## config.mk

```make
export PLATFORM = sky130hd
export DESIGN_NAME = code_window_hist
export DESIGN_NICKNAME = d
export VERILOG_FILES = /design/src/rtl/code_window_hist.sv
export SDC_FILE = /design/constraint.sdc
export NUM_CORES = 1
export LEC_CHECK = 0
export BUFFER_PORTS_ARGS = -buffer_cell sky130_fd_sc_hd__buf_2
export CAP_MARGIN = 40
export CORE_MARGIN = 2
export CORE_UTILIZATION = 51
export DETAILED_ROUTE_END_ITERATION = 12
export PLACE_DENSITY_LB_ADDON = 0.15
export SLEW_MARGIN = 20
export SYNTH_ARGS = -nofsm -noshare
export SYNTH_HDL_FRONTEND = slang
export SYNTH_SLANG_ARGS = --single-unit
```

## constraint.sdc

```tcl
create_clock -name clk -period 4.4 [get_ports clk]
set_clock_uncertainty 0.05 [all_clocks]
set_input_delay 0.88 -clock clk [delete_from_list [all_inputs] [get_ports clk]]
set_output_delay 0.88 -clock clk [all_outputs]
set_load 0.02 [all_outputs]
```

## src/rtl/code_window_hist.sv

```systemverilog
module code_window_hist #(
  parameter int CODE_W = 6,
  parameter int CNT_W  = 4,
  parameter int HALF   = 2
) (
  input  logic              clk,
  input  logic              rst_n,
  input  logic              start,
  input  logic              falling,
  input  logic              use_uf,
  input  logic              use_of,
  input  logic              smp_valid,
  input  logic [CODE_W-1:0] smp_code,
  input  logic              smp_uf,
  input  logic              smp_of,
  output logic              cnt_valid,
  output logic [CNT_W-1:0]  cnt_data,
  output logic              win_fail,
  output logic              done
);
  localparam int WIN = 2 * HALF + 1;
  localparam int RW  = CODE_W + 2;
  localparam int FW  = $clog2(HALF + 2);
  localparam logic [CODE_W-1:0]    CODE_TOP = '1;
  localparam logic [CNT_W-1:0]     CNT_TOP  = '1;
  localparam logic signed [RW-1:0] LIM      = RW'(HALF);

  typedef enum logic [2:0] {S_IDLE, S_WAIT, S_RUN, S_FLUSH, S_DONE} st_t;

  st_t               st;
  logic [CNT_W-1:0]  slot_q [WIN];
  logic [CNT_W-1:0]  bump   [WIN];
  logic [CODE_W-1:0] c_q;
  logic              dn_q, gt_q;
  logic [FW-1:0]     fl_q;

  logic signed [RW-1:0] rel;
  logic [RW-1:0]        idx;
  logic in_win, gt, first_ok, end_hit, c_edge, adv;

  assign rel = dn_q ? ($signed({2'b00, c_q}) - $signed({2'b00, smp_code}))
                    : ($signed({2'b00, smp_code}) - $signed({2'b00, c_q}));
  assign idx      = rel + LIM;
  assign in_win   = (rel >= -LIM) && (rel <= LIM);
  assign gt       = !rel[RW-1] && (rel != '0);
  assign first_ok = dn_q ? (use_of ? !smp_of : (smp_code != CODE_TOP))
                         : (use_uf ? !smp_uf : (smp_code != '0));
  assign end_hit  = dn_q ? (use_uf ? smp_uf : (smp_code == '0))
                         : (use_of ? smp_of : (smp_code == CODE_TOP));
  assign c_edge   = dn_q ? (c_q == '0) : (c_q == CODE_TOP);
  assign adv      = gt && gt_q && !c_edge;

  always_comb begin
    for (int k = 0; k < WIN; k++) begin
      bump[k] = slot_q[k];
      if (idx == RW'(k) && slot_q[k] != CNT_TOP) bump[k] = slot_q[k] + 1'b1;
    end
  end

  always_ff @(posedge clk or negedge rst_n) begin
    if (!rst_n) begin
      st        <= S_IDLE;
      c_q       <= '0;
      dn_q      <= 1'b0;
      gt_q      <= 1'b0;
      fl_q      <= '0;
      win_fail  <= 1'b0;
      done      <= 1'b0;
      cnt_valid <= 1'b0;
      cnt_data  <= '0;
      for (int k = 0; k < WIN; k++) slot_q[k] <= '0;
    end else begin
      cnt_valid <= 1'b0;
      if (start) begin
        st       <= S_WAIT;
        dn_q     <= falling;
        gt_q     <= 1'b0;
        fl_q     <= '0;
        win_fail <= 1'b0;
        done     <= 1'b0;
        for (int k = 0; k < WIN; k++) slot_q[k] <= '0;
      end else begin
        case (st)
          S_WAIT:
            if (smp_valid && first_ok) begin
              if (end_hit) st <= S_FLUSH;
              else begin
                c_q          <= smp_code;
                slot_q[HALF] <= CNT_W'(1);
                st           <= S_RUN;
              end
            end
          S_RUN:
            if (smp_valid) begin
              if (end_hit) st <= S_FLUSH;
              else if (!in_win) begin
                win_fail <= 1'b1;
                done     <= 1'b1;
                st       <= S_DONE;
              end else if (adv) begin
                for (int k = 0; k < WIN - 1; k++) slot_q[k] <= bump[k+1];
                slot_q[WIN-1] <= '0;
                cnt_valid     <= 1'b1;
                cnt_data      <= bump[0];
                c_q           <= dn_q ? c_q - 1'b1 : c_q + 1'b1;
                gt_q          <= 1'b0;
              end else begin
                for (int k = 0; k < WIN; k++) slot_q[k] <= bump[k];
                gt_q <= gt;
              end
            end
          S_FLUSH: begin
            cnt_valid <= 1'b1;
            cnt_data  <= slot_q[0];
            for (int k = 0; k < WIN - 1; k++) slot_q[k] <= slot_q[k+1];
            slot_q[WIN-1] <= '0;
            fl_q <= fl_q + 1'b1;
            if (fl_q == FW'(HALF)) begin
              st   <= S_DONE;
              done <= 1'b1;
            end
          end
          default: ;
        endcase
      end
    end
  end

  AST_WAIT_QUIET: assert property (@(posedge clk) disable iff (!rst_n)
    st == S_WAIT |-> !cnt_valid);
  AST_C_ONE_STEP: assert property (@(posedge clk) disable iff (!rst_n)
    (st == S_RUN && !start) |=> (c_q == $past(c_q) ||
      CODE_W'(($past(dn_q) ? $past(c_q) - c_q : c_q - $past(c_q))) == CODE_W'(1)));
  AST_EMIT_ON_STEP: assert property (@(posedge clk) disable iff (!rst_n)
    (st == S_RUN && !start) |=> (cnt_valid == (c_q != $past(c_q))));
  AST_FAIL_STICKY: assert property (@(posedge clk) disable iff (!rst_n)
    (win_fail && !start) |=> win_fail);
  AST_FAIL_DONE: assert property (@(posedge clk) disable iff (!rst_n)
    $rose(win_fail) |-> done);
  AST_DONE_QUIET: assert property (@(posedge clk) disable iff (!rst_n)
    (done && !start) |=> !cnt_valid);
endmodule

```

# --- Yosys cells after proc, flatten, opt, wreduce, memory -nomap -nowiden ---
# Index checks and enable logic that the tools add are counted.
totals:
  reg_bits: 40
  out_inout_bits: 7
classes:
  add_sub_neg: 11
  n_lt_le_gt_ge: 2
  eq_ne: 32
  mux: 66
  n_bitwise: 1
  n_reduce_logical: 35
op_table:
  columns: ["operator", "count"]
  rows:
  - ["$mux 20", 5]
  - ["$mux 4", 11]
  - ["$mux 6", 7]
  - ["$pmux 8 s2", 2]
  - ["$mux 1", 26]
  - ["$ne 4x4->1 const B", 6]
  - ["$ne 3x3->1 const B", 7]
  - ["$add 4x1->4 const B", 5]
  - ["$mux 3", 6]
  - ["$eq 8x2->1 const B", 2]
  - ["$ne 2x2->1 const B", 8]
  - ["$sub 6x6->7", 2]
  - ["$eq 6x6->1 const B", 2]
  - ["$logic_not 6->1", 2]
  - ["$pmux 4 s3", 1]
  - ["$pmux 6 s2", 1]
  - ["$reduce_and 4->1", 3]
  - ["$reduce_and 6->1", 2]
  - ["$reduce_bool 2->1", 6]
  - ["$logic_and 1x1->1", 10]
  - ["$reduce_and 5->1", 2]
  - ["$pmux 3 s3", 1]
  - ["$add 8x3->8 const B", 1]
  - ["$eq 8x1->1 const B", 1]
  - ["22 further kinds", 28]

# --- Longest topological paths before layout ---
depth:
  depth_word: 12
  depth_mapped: 17
  mapped_depth_nobuf: 15

# --- Least setup slack after synthesis ---
# Ideal clock, no wire load.
synth_timing:
  path_kind: "input port to flip-flop"
  from: "input smp_code[0]"
  to: "register cnt_data[1]"
  setup_ps: 125
  arrival_ps: 3984
  setup_slack_ps: 241
  stages: 14
  n_path_buf: 1
  cell_sequence: "inv_1 ha_1 inv_1 fa_1 mux2i_1 xnor2_2 nand2_1 or3_1 or4b_1 buf_4 a211oi_4 nand3_2 mux2_4 mux2_4"
synth_between:
  elab_chain_cells: 11
  elab_cells_between_ends: 29
  cone_classes: "add/sub: 3; order compare: 2; eq/ne: 4; mux: 10; reduce/logical: 10"
synth_lines:
  columns: ["item", "line", "text"]
  rows:
  - ["from (decl)", "13", "input logic [CODE_W-1:0] smp_code,"]
  - ["$sub 6x6->7, on equally long branches", "42, 41", null]
  - ["$mux 8", "41", "assign rel = dn_q ? ($signed({2'b00, c_q}) - $signed({2'b00, smp_code}))"]
  - ["$add 8x3->8", "43", "assign idx = rel + LIM;"]
  - ["$logic_not 8->1", "56", "if (idx == RW'(k) && slot_q[k] != CNT_TOP) bump[k] = slot_q[k] + 1'b1;"]
  - ["$logic_and 1x1->1", "56", null]
  - ["$mux 4", "56", null]
  - ["$mux 4", "100", "end else if (adv) begin"]
  - ["$mux 4", "96", "else if (!in_win) begin"]
  - ["$mux 4", "95", "if (end_hit) st <= S_FLUSH;"]
  - ["$mux 4", "94", "if (smp_valid) begin"]
  - ["$pmux 4 s2", "83", "case (st)"]
  - ["to (signal assigned)", "104", "cnt_data <= bump[0];"]
  - ["to (signal assigned)", "114", "cnt_data <= slot_q[0];"]
  - ["to (decl)", "17", "output logic [CNT_W-1:0] cnt_data,"]
# Parallel ways exist; a longest one is shown, timed or not. The select of a mux whose other input is x is not followed.
# A chain may end at the register's enable or synchronous reset.

# --- Worst setup path after layout ---
layout_timing:
  from: "input smp_code[0]"
  to: "register slot_q[19] (netlist name)"
layout_between:
  elab_chain_cells: 12
  elab_cells_between_ends: 32
  cone_classes: "add/sub: 3; order compare: 2; eq/ne: 4; mux: 12; reduce/logical: 11"
layout_lines:
  columns: ["item", "line", "text"]
  rows:
  - ["$sub 6x6->7, on equally long branches", "42, 41", null]
  - ["$mux 8", "41", null]
  - ["$add 8x3->8 (tied with other cells)", "43", null]
  - ["$eq 8x1->1 (tied with other cells)", "56", null]
  - ["$logic_and 1x1->1, on equally long branches", "56, 51", null]
  - ["$mux 4 or $logic_and 1x1->1 (tied branches)", "56, 51", null]
  - ["$mux 20", "100", null]
  - ["$mux 20", "96", null]
  - ["$mux 20", "95", null]
  - ["$mux 20", "94", null]
  - ["$pmux 8 s2", "83", null]
  - ["$mux 20", "74", "if (start) begin"]
  - ["to (signal, indexed assignment)", "89", "slot_q[HALF] <= CNT_W'(1);"]
  - ["to (signal, indexed assignment)", "102", "slot_q[WIN-1] <= '0;"]
  - ["to (signal, indexed assignment)", "116", "slot_q[WIN-1] <= '0;"]
  - ["to (decl)", "31", "logic [CNT_W-1:0] slot_q [WIN];"]
# Parallel ways exist; a longest one is shown, timed or not. The select of a mux whose other input is x is not followed.

==> results by group <==
Run status
  • Outcome: finished, final reports clean

Routing
  • Via count: 3790
  • Top sig layer: met4
  • Drt drc: 0
  • Routed WL: 10.4 mm
  • Antenna-violating nets left: 0
  • WL met3: around 600 um
  • Met1 WL: around 4.8 mm
  • Avg Vias per Cell: 6.41
  • Drt first pass iters: 5
  • WL met2: about 4.9 mm
  • Iter 0 DRT Violations: 284
  • Wirelength per Cell: 17.7 um

Final layout
  • Commonest non-fill, non-tap cell in the layout: dfrtp_1
  • Final net count: 534
  • Layout Cell Area excl Fill: 4370 um2
  • Final non-filler cell total: about 600
  • Layout cell share with drive strength beyond 1: 17.7%
  • Sequential cell area: around 1000 um2
  • Area Growth Syn to Fin: 11.5%
  • Ant diodes: 0
  • Most frequent cells in the layout: dfrtp_1, inv_1, nor2_1
  • # fillers: a little under 700
  • Final core occ: 59.5%
  • Multi-input combinational cell area: 2660 um2

Synthesis
  • Yosys warnings: 0
  • Area contributors post-synth: dfrtp_1, ha_1, inv_1, a21oi_1, o21ai_0
  • Synthesized instance count: ~460
  • Post-synth EDFFs: 0
  • Syn_area_per_cell: roughly 8.5 um2
  • Mapped cell area: about 4000 um2
  • Top_reg_cell synth: dfrtp_1
  • Yosys top cell area share: approximately 26%
  • Synth unique cells: 75
  • Syn_nets: 501
  • Register area share after synthesis: 25.6%
  • Synth Register Bits: 40
  • Ys async rst share: 100%
  • Post-synth top area cell: dfrtp_1

Flow run
  • Max-cap viol count: 0

Clock tree
  • Post-cts resize count: 0
  • H-tree levels: 2
  • CTS tree: done
  • Reg clk slew, reported paths: roughly 90 ps
  • Cts bufs inserted: 5
  • Cts hold-fix bufs: 0
  • Worst-Skew Late Latency: approximately 300 ps
  • Sink Count: 40
  • Clk root buf: clkbuf_8
  • Postcts setup bufs: 0
  • Clock buffer depth: 2

STA
  • Transition time at the pin with the least slew margin: between 800 and 900 ps
  • Final worst-path cycle share: a little over nine tenths
  • Tmin final: between 4000 and 5000 ps
  • Hold Vio Cnt, Final: 0
  • Setup Viol. Count Final: 0
  • RSZ-0062 raised after global routing: false
  • Fin. max-slew vios: 0
  • Worst slew margin: 42.0%
  • Max Freq: 240 MHz

GRT
  • Global Route Usage Sum: between 20% and 30%
  • Global-route wire length before repair: 18.1 mm
  • Vias in the first global route: approximately 3700
  • Total grt overflow: 0
  • Pin count of the biggest net entering global routing: 24
  • Initial antenna violation count: 0

Setup path
  • CP Class: in -> reg
  • CP max FO: 13
  • WP data required: ~4600 ps
  • Critical path startpoint category: primary input
  • Worst setup EP type: flop
  • WP data arrival: between 4000 and 5000 ps

Placement
  • I/O Buffers: 21
  • Placed insts: between 500 and 600
  • GPL Wtd Cong: 0.919
  • Dpl hpwl: just under 8 mm
  • Post-Place Cell Area: 4280 um2

Pwr
  • VDD IR max: 204 uV
  • Sw frac: a little under 50%
  • Comb pwr share: 62.4%
  • Switching Power: about 0.94 mW
  • Sequential Power Share: 24.7%
  • Int Power: 0.991 mW
  • Pwr dens: roughly 440 nW/um2
  • Lkg Pwr: between 1.5 and 2 nW
  • Clk pwr share: around an eighth

Die
  • Rows: 31
  • Die area: 8390 um2
  • Die X: 91.6 um
  • Core ar.: 7330 um2
  • DIE HEIGHT: 91.6 um
  • I/O pin count: 22
  • Starting Density: between 50% and 60%

Worst hold path
  • Worst Hold Class: reg -> reg
layer usage:
metal	track usage, %	vias up
li1	-	1815
met1	36.4	1839
met2	42.3	119
met3	3.65	17
met4	7.32	0
met5	0	-
cells by family (layout without fill, tap and decap cells):
family,Yosys count,count (layout),share of synthesized area (%)
muxes,19,19,5.50
adders and majority gates,27,27,9.21
buffers and inverters,60,93,6.36
xor gates and xnor gates,16,16,3.77
AOI/OAI and AO/OA,161,161,31.3
and+or+nand+nor,136,136,18.3
DFF,40,40,25.6
flip-flops by register name (all words and copies together) (netlist names):
register,flops
slot_q,20
c_q,6
cnt_data,4
st,3
fl_q,2
cnt_valid,1
dn_q,1
done,1
gt_q,1
win_fail,1
stage by stage:
stage / setup TNS [ps] / power (mW) / setup slack, ps / hold WS [ps]
floorplan: 0 / 1.30 / 241 / 434
global placement: 0 / 1.63 / 43.4 / 428
CTS: 0 / 1.92 / 253 / 454
finish: 0 / 1.93 / 237 / 447
detailed placement: -57.8 / 1.66 / -57.8 / 433
global route: 0 / 2.08 / 0.516 / 495
power by group through the flow:
| stage | Combinational, mW | Clock, mW | Sequential [mW] |
|---|---|---|---|
| global route | 1.33 | 0.268 | 0.485 |
| global placement | 1.15 | 0 | 0.480 |
| detailed placement | 1.18 | 0 | 0.482 |
| floorplan | 0.844 | 0 | 0.459 |
| finish | 1.20 | 0.250 | 0.475 |
| CTS | 1.19 | 0.258 | 0.474 |
final cells by class:
type,instances,share of cell area (%)
multi-input cells,359,61.0
flip-flops and latches,40,22.9
repair buffers,50,8.25
inverters,36,3.10
well taps,99,2.84
clock buffers,5,1.58
clock inverters,2,0.287
worst max-delay path, stage by stage:
cell and delay (ps):
buf_2 110, inv_1 60, ha_1 170, inv_1 60, fa_1 370, mux2i_1 230, xnor2_2 150, nand2_1 100
or3_1 330, or4b_1 630, buf_12 210, a2111oi_2 390, o21ai_0 160, a221oi_1 340, a221o_1 150
synth_stat cells, types with 6 or more instances:
cell and n:
o211ai_1 9, nand3_1 18, a21oi_1 25, xnor2_1 10, inv_1 36, o21ai_0 25
a32oi_1 6, nor3_1 14, a311oi_1 6, mux2i_1 8, o31ai_1 7, mux2_2 8
nor4_1 6, nand2_1 27, a211oi_1 12, dfrtp_1 40, nand4_1 9, a21o_1 9
nor2_1 28, ha_1 24, clkbuf_1 14
path summary, 6_finish.rpt:
check / slack (ps) / end / cells after the start / from
max: 240 / slot_q[19]$_DFFE_PN0P_ / 15 / smp_code[0]
min: 450 / win_fail$_DFFE_PN0P_ / 2 / win_fail$_DFFE_PN0P_
max reg2reg: 340 / slot_q[19]$_DFFE_PN0P_ / 14 / c_q[0]$_DFFE_PN0P_
min reg2reg: 450 / win_fail$_DFFE_PN0P_ / 2 / win_fail$_DFFE_PN0P_
max in group asynchronous: 3320 / slot_q[0]$_DFFE_PN0P_ / 2 / rst_n
min in group asynchronous: 480 / cnt_valid$_DFF_PN0_ / 1 / rst_n
Power figures use the tool's default switching activity.
